### src/rtl/pwm_pkg.sv
package pwm_pkg;
  localparam int NUM_CH = 3;
  // off-time floor is P >> OFF_SHIFT plus one cycle (about 3 percent)
  localparam int OFF_SHIFT = 5;

  typedef struct packed {
    logic load;   // last cycle of the period: shadow registers capture
    logic start;  // first cycle of the new period
  } pwmStrobe_t;
endpackage

### src/rtl/pwm_ctrl.sv
module pwm_ctrl
  import pwm_pkg::*;
#(
  parameter int CNT_W   = 12,
  parameter int MIN_PER = 16
) (
  input  logic                           clk,
  input  logic                           rstN,
  input  logic [CNT_W-1:0]               periodIn,
  input  logic [NUM_CH-1:0][CNT_W-1:0]   dutyIn,
  input  logic [NUM_CH-1:0]              enIn,
  output pwmStrobe_t                     strobe,
  output logic [CNT_W-1:0]               cnt,
  output logic [CNT_W-1:0]               perSh,
  output logic [NUM_CH-1:0][CNT_W-1:0]   offSh,
  output logic [NUM_CH-1:0][CNT_W-1:0]   dutySh,
  output logic [NUM_CH-1:0]              enSh
);
  localparam logic [CNT_W-1:0] MIN_P = CNT_W'(MIN_PER);
  localparam logic [CNT_W-1:0] ONE   = CNT_W'(1);
  localparam logic [CNT_W-1:0] TWO   = CNT_W'(2);
  localparam logic [CNT_W-1:0] THREE = CNT_W'(3);

  logic                         first;
  logic                         loadC;
  logic                         startQ;
  logic [CNT_W-1:0]             perNext;
  logic [CNT_W-1:0]             maxOn;
  logic [CNT_W-1:0]             third;
  logic [CNT_W-1:0]             rem3;
  logic [CNT_W-1:0]             twoThird;
  logic [CNT_W-1:0]             half;
  logic [NUM_CH-1:0][CNT_W-1:0] offNext;
  logic [NUM_CH-1:0][CNT_W-1:0] dutyNext;
  logic [NUM_CH-1:0]            enNext;

  // period limits and slot positions, evaluated once per period
  always_comb begin
    perNext  = (periodIn < MIN_P) ? MIN_P : periodIn;
    maxOn    = perNext - (perNext >> OFF_SHIFT) - ONE;
    third    = perNext / THREE;
    rem3     = perNext - third * THREE;
    twoThird = (third << 1) + ((rem3 == TWO) ? ONE : '0);
    half     = perNext >> 1;
    offNext[0] = '0;
    offNext[1] = enIn[2] ? third    : half;
    offNext[2] = enIn[1] ? twoThird : half;
  end

  for (genvar k = 0; k < NUM_CH; k++) begin : g_clamp
    assign dutyNext[k] = (dutyIn[k] > maxOn) ? maxOn : dutyIn[k];
    assign enNext[k]   = enIn[k] & enIn[0];
  end

  assign loadC  = first | (cnt == perSh - ONE);
  assign strobe = '{load: loadC, start: startQ};

  always_ff @(posedge clk) begin
    if (!rstN) begin
      first  <= 1'b1;
      startQ <= 1'b0;
      cnt    <= '0;
      perSh  <= MIN_P;
      offSh  <= '0;
      dutySh <= '0;
      enSh   <= '0;
    end else begin
      first  <= 1'b0;
      startQ <= loadC;
      if (loadC) begin
        cnt    <= '0;
        perSh  <= perNext;
        offSh  <= offNext;
        dutySh <= dutyNext;
        enSh   <= enNext;
      end else begin
        cnt <= cnt + ONE;
      end
    end
  end

  AST_START_SPACED: assert property (@(posedge clk) disable iff (!rstN)
    startQ |=> !startQ);
  AST_SHADOW_HOLD: assert property (@(posedge clk) disable iff (!rstN)
    !loadC |=> ($stable(dutySh) && $stable(enSh) && $stable(offSh) && $stable(perSh)));
  AST_DUTY_CLAMP: assert property (@(posedge clk) disable iff (!rstN)
    startQ |-> ((dutySh[0] < perSh) && (dutySh[1] < perSh) && (dutySh[2] < perSh)));
  AST_SLOT_INSIDE: assert property (@(posedge clk) disable iff (!rstN)
    startQ |-> ((offSh[1] < perSh) && (offSh[2] < perSh) && (offSh[0] == '0)));
endmodule

### src/rtl/pwm_chan.sv
module pwm_chan #(
  parameter int CNT_W     = 12,
  parameter int BLANK_CYC = 25
) (
  input  logic             clk,
  input  logic             rstN,
  input  logic [CNT_W-1:0] cnt,
  input  logic [CNT_W-1:0] perSh,
  input  logic [CNT_W-1:0] offSh,
  input  logic [CNT_W-1:0] dutySh,
  input  logic             enSh,
  input  logic             ocFlag,
  output logic             gate
);
  localparam logic [CNT_W-1:0] BLANK_L = CNT_W'(BLANK_CYC);

  logic [CNT_W-1:0] lc;
  logic             inBlank;
  logic             inOn;
  logic             ocLive;
  logic             trip;

  // local count: position inside this channel's own shifted period
  always_comb begin
    if (cnt >= offSh) lc = cnt - offSh;
    else              lc = cnt + (perSh - offSh);
    inBlank = lc < BLANK_L;
    inOn    = lc < dutySh;
    ocLive  = ocFlag & ~inBlank;
  end

  always_ff @(posedge clk) begin
    if (!rstN) begin
      trip <= 1'b0;
      gate <= 1'b0;
    end else begin
      trip <= (lc == '0) ? 1'b0 : (trip | (enSh & inOn & ocLive));
      gate <= enSh & inOn & ~ocLive & ~(trip & (lc != '0));
    end
  end

  AST_DISABLED_LOW: assert property (@(posedge clk) disable iff (!rstN)
    !enSh |=> !gate);
  AST_BLANK_PASS: assert property (@(posedge clk) disable iff (!rstN)
    (enSh && inOn && inBlank) |=> gate);
  AST_TRIP_STICKY: assert property (@(posedge clk) disable iff (!rstN)
    (trip && (lc != '0)) |=> !gate);
endmodule

### src/rtl/pwm_datapath.sv
module pwm_datapath
  import pwm_pkg::*;
#(
  parameter int CNT_W     = 12,
  parameter int BLANK_CYC = 25
) (
  input  logic                         clk,
  input  logic                         rstN,
  input  pwmStrobe_t                   strobe,
  input  logic [CNT_W-1:0]             cnt,
  input  logic [CNT_W-1:0]             perSh,
  input  logic [NUM_CH-1:0][CNT_W-1:0] offSh,
  input  logic [NUM_CH-1:0][CNT_W-1:0] dutySh,
  input  logic [NUM_CH-1:0]            enSh,
  input  logic [NUM_CH-1:0]            ocFlag,
  output logic [NUM_CH-1:0]            gate
);
  for (genvar k = 0; k < NUM_CH; k++) begin : g_ch
    pwm_chan #(
      .CNT_W    (CNT_W),
      .BLANK_CYC(BLANK_CYC)
    ) i_chan (
      .clk   (clk),
      .rstN  (rstN),
      .cnt   (cnt),
      .perSh (perSh),
      .offSh (offSh[k]),
      .dutySh(dutySh[k]),
      .enSh  (enSh[k]),
      .ocFlag(ocFlag[k]),
      .gate  (gate[k])
    );
  end

  AST_MASTER_ZERO: assert property (@(posedge clk) disable iff (!rstN)
    strobe.start |=> (gate[0] == $past(enSh[0] && (dutySh[0] != '0))));
  AST_MASTER_OFFTIME: assert property (@(posedge clk) disable iff (!rstN)
    strobe.load |=> !gate[0]);
  AST_SYSTEM_OFF: assert property (@(posedge clk) disable iff (!rstN)
    !enSh[0] |=> (gate == '0));
endmodule

### src/rtl/tri_phase_pwm.sv
module tri_phase_pwm
  import pwm_pkg::*;
#(
  parameter int CNT_W     = 12,
  parameter int MIN_PER   = 16,
  parameter int BLANK_CYC = 25
) (
  input  logic                         clk,
  input  logic                         rstN,
  input  logic [CNT_W-1:0]             periodIn,
  input  logic [NUM_CH-1:0][CNT_W-1:0] dutyIn,
  input  logic [NUM_CH-1:0]            chEnIn,
  input  logic [NUM_CH-1:0]            ocFlagIn,
  output logic [NUM_CH-1:0]            gateOut,
  output logic                         periodStart
);
  pwmStrobe_t                   strobe;
  logic [CNT_W-1:0]             cnt;
  logic [CNT_W-1:0]             perSh;
  logic [NUM_CH-1:0][CNT_W-1:0] offSh;
  logic [NUM_CH-1:0][CNT_W-1:0] dutySh;
  logic [NUM_CH-1:0]            enSh;

  pwm_ctrl #(
    .CNT_W  (CNT_W),
    .MIN_PER(MIN_PER)
  ) i_ctrl (
    .clk     (clk),
    .rstN    (rstN),
    .periodIn(periodIn),
    .dutyIn  (dutyIn),
    .enIn    (chEnIn),
    .strobe  (strobe),
    .cnt     (cnt),
    .perSh   (perSh),
    .offSh   (offSh),
    .dutySh  (dutySh),
    .enSh    (enSh)
  );

  pwm_datapath #(
    .CNT_W    (CNT_W),
    .BLANK_CYC(BLANK_CYC)
  ) i_datapath (
    .clk   (clk),
    .rstN  (rstN),
    .strobe(strobe),
    .cnt   (cnt),
    .perSh (perSh),
    .offSh (offSh),
    .dutySh(dutySh),
    .enSh  (enSh),
    .ocFlag(ocFlagIn),
    .gate  (gateOut)
  );

  assign periodStart = strobe.start;
endmodule

### config.mk
export PLATFORM = sky130hd
export DESIGN_NAME = tri_phase_pwm
export DESIGN_NICKNAME = d
export VERILOG_FILES = /design/src/rtl/pwm_pkg.sv /design/src/rtl/pwm_ctrl.sv /design/src/rtl/pwm_chan.sv /design/src/rtl/pwm_datapath.sv /design/src/rtl/tri_phase_pwm.sv
export SDC_FILE = /design/constraint.sdc
export NUM_CORES = 1
export LEC_CHECK = 0
export BUFFER_PORTS_ARGS = -buffer_cell sky130_fd_sc_hd__buf_2
export CORE_UTILIZATION = 50
export DETAILED_ROUTE_END_ITERATION = 8
export GPL_TIMING_DRIVEN = 0
export PLACE_DENSITY = 0.75
export SLEW_MARGIN = 0
export SYNTH_ARGS = -nofsm -noshare
export SYNTH_HDL_FRONTEND = slang
export SYNTH_SLANG_ARGS = --single-unit
### constraint.sdc
create_clock -name clk -period 5.7 [get_ports clk]
set_clock_uncertainty 0.1 [all_clocks]
set_input_delay 0.285 -clock clk [delete_from_list [all_inputs] [get_ports clk]]
set_output_delay 0.285 -clock clk [all_outputs]
set_load 0.05 [all_outputs]
==> impl_metrics.tcl, run 1 <==
set metrics [dict create \
    status "finished, final reports clean" \
    finalCriticalPeriod_ns 5.639 \
    place_area_um2 11560 \
    yosys.area_share.simple_pct 18.16 \
    clk_pin_slew_worst_paths_ns 0.07 \
    crit_path_start_kind "input port" \
    period_share_pct 98.93 \
    switching_share_pct 41.42 \
    core-area_um2 21220 \
    synth.distinct_cells 90 \
    layout.nets 1743 \
    dp_hpwl_um 27640 \
    ir_drop_uv 167.6 \
    fin_setup_tns_ns 0 \
    fp.dieW_um 149.8 \
    crit_end "i_ctrl.offSh[24]$_SDFFE_PN0P_" \
    r2r_end "i_datapath.g_ch[2].i_chan.gate$_SDFF_PN0_" \
    end_kind "flop" \
    crit_required_ns 5.90 \
    avgSynthCellArea_um2 7.713 \
    cap_viol_max_count 0 \
    comb_power_share_pct 53.9 \
    synth_top_area_share_pct 17.23 \
    synth_xor_area_share_pct 6.816 \
    synth_top_cell_by_area "dfxtp_1" \
    p_seq_share_pct 24.2 \
    r2r_setup_slack_ns 0.42 \
    grt_antenna_before_repair 1 \
    setup_viol 0 \
    dp_slack_ns -0.9207 \
    die-height_um 149.8 \
    ys_seq_elements 94 \
    dr.pass1.iters 7 \
    fin_ws_ns 0.06124 \
    avgRoutedWirePerCell_um 19.39 \
    route.vias.total 10880 \
    synthAdderAreaFrac_pct 22.11 \
    cts_buffers 9 \
    synth_cells 1416 \
    grt_use_total_pct 30.80 \
    synth_compound_area_share_pct 22.56 \
    synth-edff-count 0 \
    clkLatencyLatePin_ns 0.36 \
    drive_gt1_share_pct 12.43 \
    hold_viol_final 0 \
    grt_max_degree 18 \
    synth_top_family_by_area "compound AO/OA/AOI/OAI gates" \
    drt_iter0_drc 817 \
    htree_levels 3 \
    via_per_inst 6.057 \
    synth_ff_type "dfxtp_1" \
    grt_overflow 0 \
    drt_wl_total_um 34830 \
    syn-num-nets 1644 \
    gp_congestion 1.000 \
    cts_tree "built" \
    numClockSinks 94 \
    hold_buffers 0 \
    area_growth_pct 12.97 \
    yosysWarningCount 0 \
    internal_power_mw 1.814 \
    drcViolationCount 0 \
    reg2reg_from "i_ctrl.cnt[0]$_SDFF_PP0_" \
    ys_seq_area_share_pct 17.23 \
    synth.area.top_cells "dfxtp_1, ha_1, fa_1" \
    syn_area_um2 10920 \
    max_freq_ghz 0.1773 \
    max_slew_margin_pct 24.52 \
    power.switching_mw 1.283 \
    finalMaxSlewViolations 0 \
    post-route-cell-area_um2 12340 \
    muxShareOfSynthArea_pct 4.250 \
    r2r.worst_path.cells 23 \
    num_io_pins 60 \
    die-area_um2 22440 \
    grt_pass1_vias 9973 \
    worst_ep_arrival_time_ns 5.84 \
    start_util_pct 51.47 \
    async_flop_share_pct 0 \
    leakage_nw 5.660 \
    antenna_left 0 \
    clock_path_buffers 2 \
    portBuffers 55 \
    min_path_type "in2reg" \
    tightestPinTransition_ns 1.125 \
    critPathKind "in2reg" \
    grt_pass1_wl_um 53100 \
    clkPwrFrac_pct 21.9 \
    cts-root-buf "clkbuf_16" \
    cp_max_fo 5 \
    fp-row-count 53 \
    whs_ns 0.09958 \
    rsz0062_at_grt "true" \
    power-per-cell-area_nw_per_um2 251.0 \
    startpoint "periodIn[8]" \
]
[final cells by class]
| class | instances | area, µm² |
|---|---|---|
| Sequential cell | 94 | 1883 |
| Clock buffer | 10 | 229.0 |
| Clock inverter | 6 | 97.59 |
| Timing Repair Buffer | 89 | 538.0 |
| Multi-Input combinational cell | 1074 | 8240 |
| Antenna cell | 1 | 2.502 |
| Buffer | 67 | 317.8 |
| Fill cell | 1958 | 8882 |
| Inverter | 180 | 685.7 |
| Tap cell | 275 | 344.1 |
[sequential cells by signal, summed over array words and instances, names as in the netlist]
name                         count
i_ctrl.cnt                      12
i_ctrl.dutySh                   36
i_ctrl.enSh                      3
i_ctrl.first                     1
i_ctrl.offSh                    23
i_ctrl.perSh                    12
i_ctrl.startQ                    1
i_datapath.g_ch.i_chan.gate      3
i_datapath.g_ch.i_chan.trip      3
[through the flow]
step / total power, mW / util, % / cells
after floorplan: 1.918 / - / 1416
after detailed placement: 2.298 / 54.50 / 1746
final: 3.096 / 58.14 / 1796
after global placement: 2.254 / 54.50 / 1746
after CTS: 2.996 / 56.53 / 1770
after global routing: 3.294 / 58.13 / 1795
[layout by cell type (no fill, tap or decap), types with 39 or more instances in the layout]
| master | n |
|---|---|
| dfxtp_1 | 93 |
| nand2_1 | 115 |
| o21ai_0 | 48 |
| buf_2 | 62 |
| a21oi_1 | 105 |
| clkbuf_1 | 43 |
| ha_1 | 137 |
| nor2_1 | 120 |
| a21o_1 | 39 |
| inv_1 | 174 |
| xnor2_1 | 53 |
[per-layer routing]
metal / wire length (µm) / up-vias / track usage (%)
met5: 0 / - / 0
met4: 1131 / 0 / 11.36
met3: 2905 / 96 / 4.024
met2: 15870 / 500 / 50.32
met1: 14930 / 5116 / 41.25
li1: - / 5167 / -
[how the worst min path moves through the flow]
stage / to / slack [ns] / startpoint / depth (start not counted)
global route: i_ctrl.enSh[2]$_SDFFE_PN0P_ / 0.14 / chEnIn[0] / 3
floorplan: i_ctrl.dutySh[10]$_SDFFE_PN0P_ / 0.33 / i_ctrl.dutySh[10]$_SDFFE_PN0P_ / 2
global placement: i_ctrl.dutySh[19]$_SDFFE_PN0P_ / 0.34 / i_ctrl.dutySh[19]$_SDFFE_PN0P_ / 2
finish: i_ctrl.enSh[0]$_SDFFE_PN0P_ / 0.1 / chEnIn[0] / 3
detailed placement: i_ctrl.dutySh[19]$_SDFFE_PN0P_ / 0.35 / i_ctrl.dutySh[19]$_SDFFE_PN0P_ / 2
CTS: i_ctrl.enSh[0]$_SDFFE_PN0P_ / 0.1 / chEnIn[0] / 3
[power by group through the flow]
stage | Clock, mW | Combinational [mW] | Sequential [mW]
after floorplan | 0 | 1.17 | 0.745
after global placement | 0 | 1.49 | 0.760
after detailed placement | 0 | 1.54 | 0.762
after CTS | 0.674 | 1.57 | 0.747
after global routing | 0.700 | 1.84 | 0.753
final | 0.678 | 1.67 | 0.749
[what timing repair did]
item / 4_1_cts / 5_1_grt
gates cloned: 0 / 2
pin swaps: 6 / 28
setup buffers: 8 / 24
endpoints found under the setup margin: 16 / 34
gates resized for setup: 12 / 52
[Yosys cell counts, types with 32 or more instances]
library cell	n
ha_1	137
dfxtp_1	94
fa_1	35
a21oi_1	107
nand2_1	118
inv_1	176
clkbuf_1	48
o21ai_0	49
nor2_1	122
xnor2_1	53
nor3_1	33
a211oi_1	34
a21o_1	39
xor2_1	32
mux2i_1	37
[logic make-up after synthesis]
| logic type | after synthesis |
|---|---|
| flops | 94 |
| buf+inv | 248 |
| mux | 44 |
| fa+ha+maj | 172 |
| simple gates | 412 |
| xor+xnor | 85 |
| compound gates | 361 |
[worst max-delay path, cell delays in order]
cell and delay (ns):
buf_6 0.10, buf_6 0.12, or2_1 0.24, a32oi_1 0.21, o31a_1 0.32, buf_4 0.17, a21oi_2 0.06, a2111o_1 0.40
buf_6 0.16, a311oi_2 0.25, o21ai_2 0.12, ha_1 0.31, mux2_4 0.27, o31a_1 0.29, ha_1 0.31, inv_2 0.04
fa_2 0.33, a21o_1 0.19, a21oi_2 0.15, nor2_1 0.06, o21a_1 0.20, o21ai_2 0.16, nand2b_1 0.08, a21oi_2 0.17
xnor2_1 0.10, a2111oi_2 0.35, o2111ai_1 0.20, a21oi_1 0.18
Power figures use the tool's default switching activity.
==> run 2: changes to the inputs <==
Settings changed: CORE_ASPECT_RATIO set to 0.9.
==> run 2 against run 1 <==
Compared with the run above: the run now ends with setup timing left; final cell count rose by 0.33%; flip-flop and latch count stayed put; die area about the same; clock power fell by 8.1%; power fell by 1.5%; non-clock buffer count fell by 4; routed wire length fell by 5.7%; sequential share of layout area decreased by 0.054 points; maximum frequency down 1.9%; critical path depth unchanged; largest cell class unchanged.
==> impl_metrics.tcl, run 2 (synthesis results as in run 1) <==
set metrics [dict create \
    status "finished with violations" \
    violations "setup timing" \
    crit_required_ns 5.89 \
    finalMaxSlewViolations 0 \
    grt_pass1_vias 9741 \
    rsz0062_at_grt "true" \
    drive_gt1_share_pct 12.53 \
    cp_max_fo 5 \
    ir_drop_uv 210.0 \
    tightestPinTransition_ns 1.073 \
    crit_path_start_kind "input port" \
    highest_layer "met4" \
    clock_path_buffers 2 \
    met1_length_um 14910 \
    gp_congestion 1.000 \
    top_register "i_ctrl.dutySh" \
    grt_antenna_before_repair 0 \
    route.vias.total 10570 \
    die-area_um2 22440 \
    final_cells 1802 \
    antenna_left 0 \
    drt_iter0_drc 824 \
    drcViolationCount 0 \
    grt_use_total_pct 29.39 \
    p_total_mw 3.051 \
    max_slew_margin_pct 27.99 \
    avgRoutedWirePerCell_um 18.22 \
    clkLatencyLatePin_ns 0.36 \
    portBuffers 55 \
    largest_reg_flops 36 \
    start_util_pct 51.80 \
    cap_viol_max_count 0 \
    fp-row-count 50 \
    critPathKind "in2reg" \
    hp-start "chEnIn[0]" \
    hold_viol_final 0 \
    hold_buffers 0 \
    fin_setup_tns_ns -0.04553 \
    grt_max_degree 21 \
    numPlacedInstances 1757 \
    setup_viol 1 \
    via_per_inst 5.863 \
    reg2reg_from "i_ctrl.cnt[2]$_SDFF_PP0_" \
    power-per-cell-area_nw_per_um2 246.4 \
    min_path_type "in2reg" \
    die-height_um 142.2 \
    core-area_um2 21080 \
    grt_pass1_wl_um 50850 \
    num_io_pins 60 \
    layout.nets 1739 \
    grt_overflow 0 \
    area_growth_pct 13.37 \
    r2r_end "i_datapath.g_ch[1].i_chan.trip$_SDFF_PP0_" \
    drt_wl_total_um 32840 \
    dr.pass1.iters 5 \
    wl_met3_um 2467 \
    routed-wl-met2_um 14420 \
    min_delay_path_depth 3 \
    n_antenna_cell 0 \
    reg_top3 "i_ctrl.dutySh (36), i_ctrl.offSh (23)" \
    cts_buffers 9 \
    cts-root-buf "clkbuf_16" \
    r2r.worst_path.cells 17 \
    dp_hpwl_um 26500 \
    finalCriticalPeriod_ns 5.746 \
    layout_commonest_cell "inv_1" \
    fillCellCount 1911 \
    r2r_setup_slack_ns 0.45 \
    fp.dieW_um 157.8 \
    end_kind "flop" \
    post-route-cell-area_um2 12380 \
    place_area_um2 11580 \
    min_to "i_ctrl.enSh[0]$_SDFFE_PN0P_" \
    cts_tree "built" \
    leakage_nw 5.655 \
    htree_levels 3 \
    max_freq_ghz 0.1740 \
    layout_common_cells "inv_1, ha_1, nor2_1, nand2_1, a21oi_1" \
    clk_pin_slew_worst_paths_ns 0.08 \
    dp_slack_ns -0.8119 \
    worst_ep_arrival_time_ns 5.94 \
    fin_ws_ns -0.04553 \
    period_share_pct 100.8 \
    numClockSinks 94 \
]
==> run 2: cell types whose count changed in the layout (fill, tap and decap cells not counted), moves of 2 or more <==
cell,previous run,this run
buf_8,0,2
xnor2_1,53,51
buf_4,37,31
xnor2_2,0,2
bufinv_16,2,0
clkinv_8,0,3
clkbuf_2,7,5
==> run 2: worst max path at each step <==
stage	from	end	slack, ns	cells after the start
CTS	periodIn[9]	i_ctrl.offSh[24]$_SDFFE_PN0P_	0.01	26
finish	periodIn[8]	i_ctrl.offSh[24]$_SDFFE_PN0P_	-0.05	28
global route	periodIn[11]	i_ctrl.offSh[24]$_SDFFE_PN0P_	-0.23	27
floorplan	periodIn[7]	i_ctrl.offSh[24]$_SDFFE_PN0P_	0.05	27
detailed placement	periodIn[6]	i_ctrl.offSh[24]$_SDFFE_PN0P_	-0.81	26
global placement	periodIn[6]	i_ctrl.offSh[24]$_SDFFE_PN0P_	-0.75	26
==> run 2: critical path, stage by stage <==
cell,delay [ns]
buf_6,0.10
buf_6,0.12
or2_1,0.22
a32oi_1,0.20
o31a_1,0.22
buf_4,0.14
a21oi_2,0.06
a2111o_1,0.51
and2_4,0.20
a211oi_2,0.29
o21ai_2,0.11
ha_1,0.31
mux2_4,0.28
o31a_1,0.27
ha_1,0.30
inv_2,0.04
fa_2,0.33
a21o_1,0.20
a21oi_2,0.16
nor2_1,0.06
o21a_1,0.19
o21ai_2,0.20
nand2b_1,0.09
a21oi_2,0.21
xnor2_2,0.12
a2111oi_4,0.33
o2111ai_2,0.20
a21oi_1,0.18
==> run 2: routing by layer <==
layer  track usage (%)  up-vias
met5                 0        -
met4             10.27        0
met3             3.654       54
met2             46.37      377
met1             41.00     4973
li1                  -     5161
==> run 2: timing repair <==
item                                    4_1_cts  5_1_grt
setup buffers                                 6       23
endpoints found under the setup margin       31       40
pin swaps                                     5       30
gates cloned                                  0        1
gates resized for setup                      10       69
==> run 2: cell type report <==
cell class / instances / area, µm² / area share [%]
Clock inverter: 7 / 86.33 / 0.6973
Inverter: 180 / 685.7 / 5.538
Tap cell: 286 / 357.8 / 2.890
Buffer: 67 / 325.3 / 2.627
Multi-Input combinational cell: 1074 / 8297 / 67.01
Timing Repair Buffer: 85 / 521.8 / 4.214
Clock buffer: 9 / 225.2 / 1.819
Sequential cell: 94 / 1883 / 15.21
==> run 2: per-stage QoR <==
stage,hold WS [ns],util [%]
finish,0.1344,58.73
global placement,0.3424,54.92
CTS,0.1252,56.82
floorplan,0.3319,-
global route,0.1433,58.73
detailed placement,0.3432,54.92
==> run 2: report_power, final <==
| part | internal (mW) | switching (mW) |
|---|---|---|
| Sequential | 0.703 | 0.0479 |
| Clock | 0.315 | 0.307 |
| Combinational | 0.711 | 0.966 |
| Total | 1.73 | 1.32 |
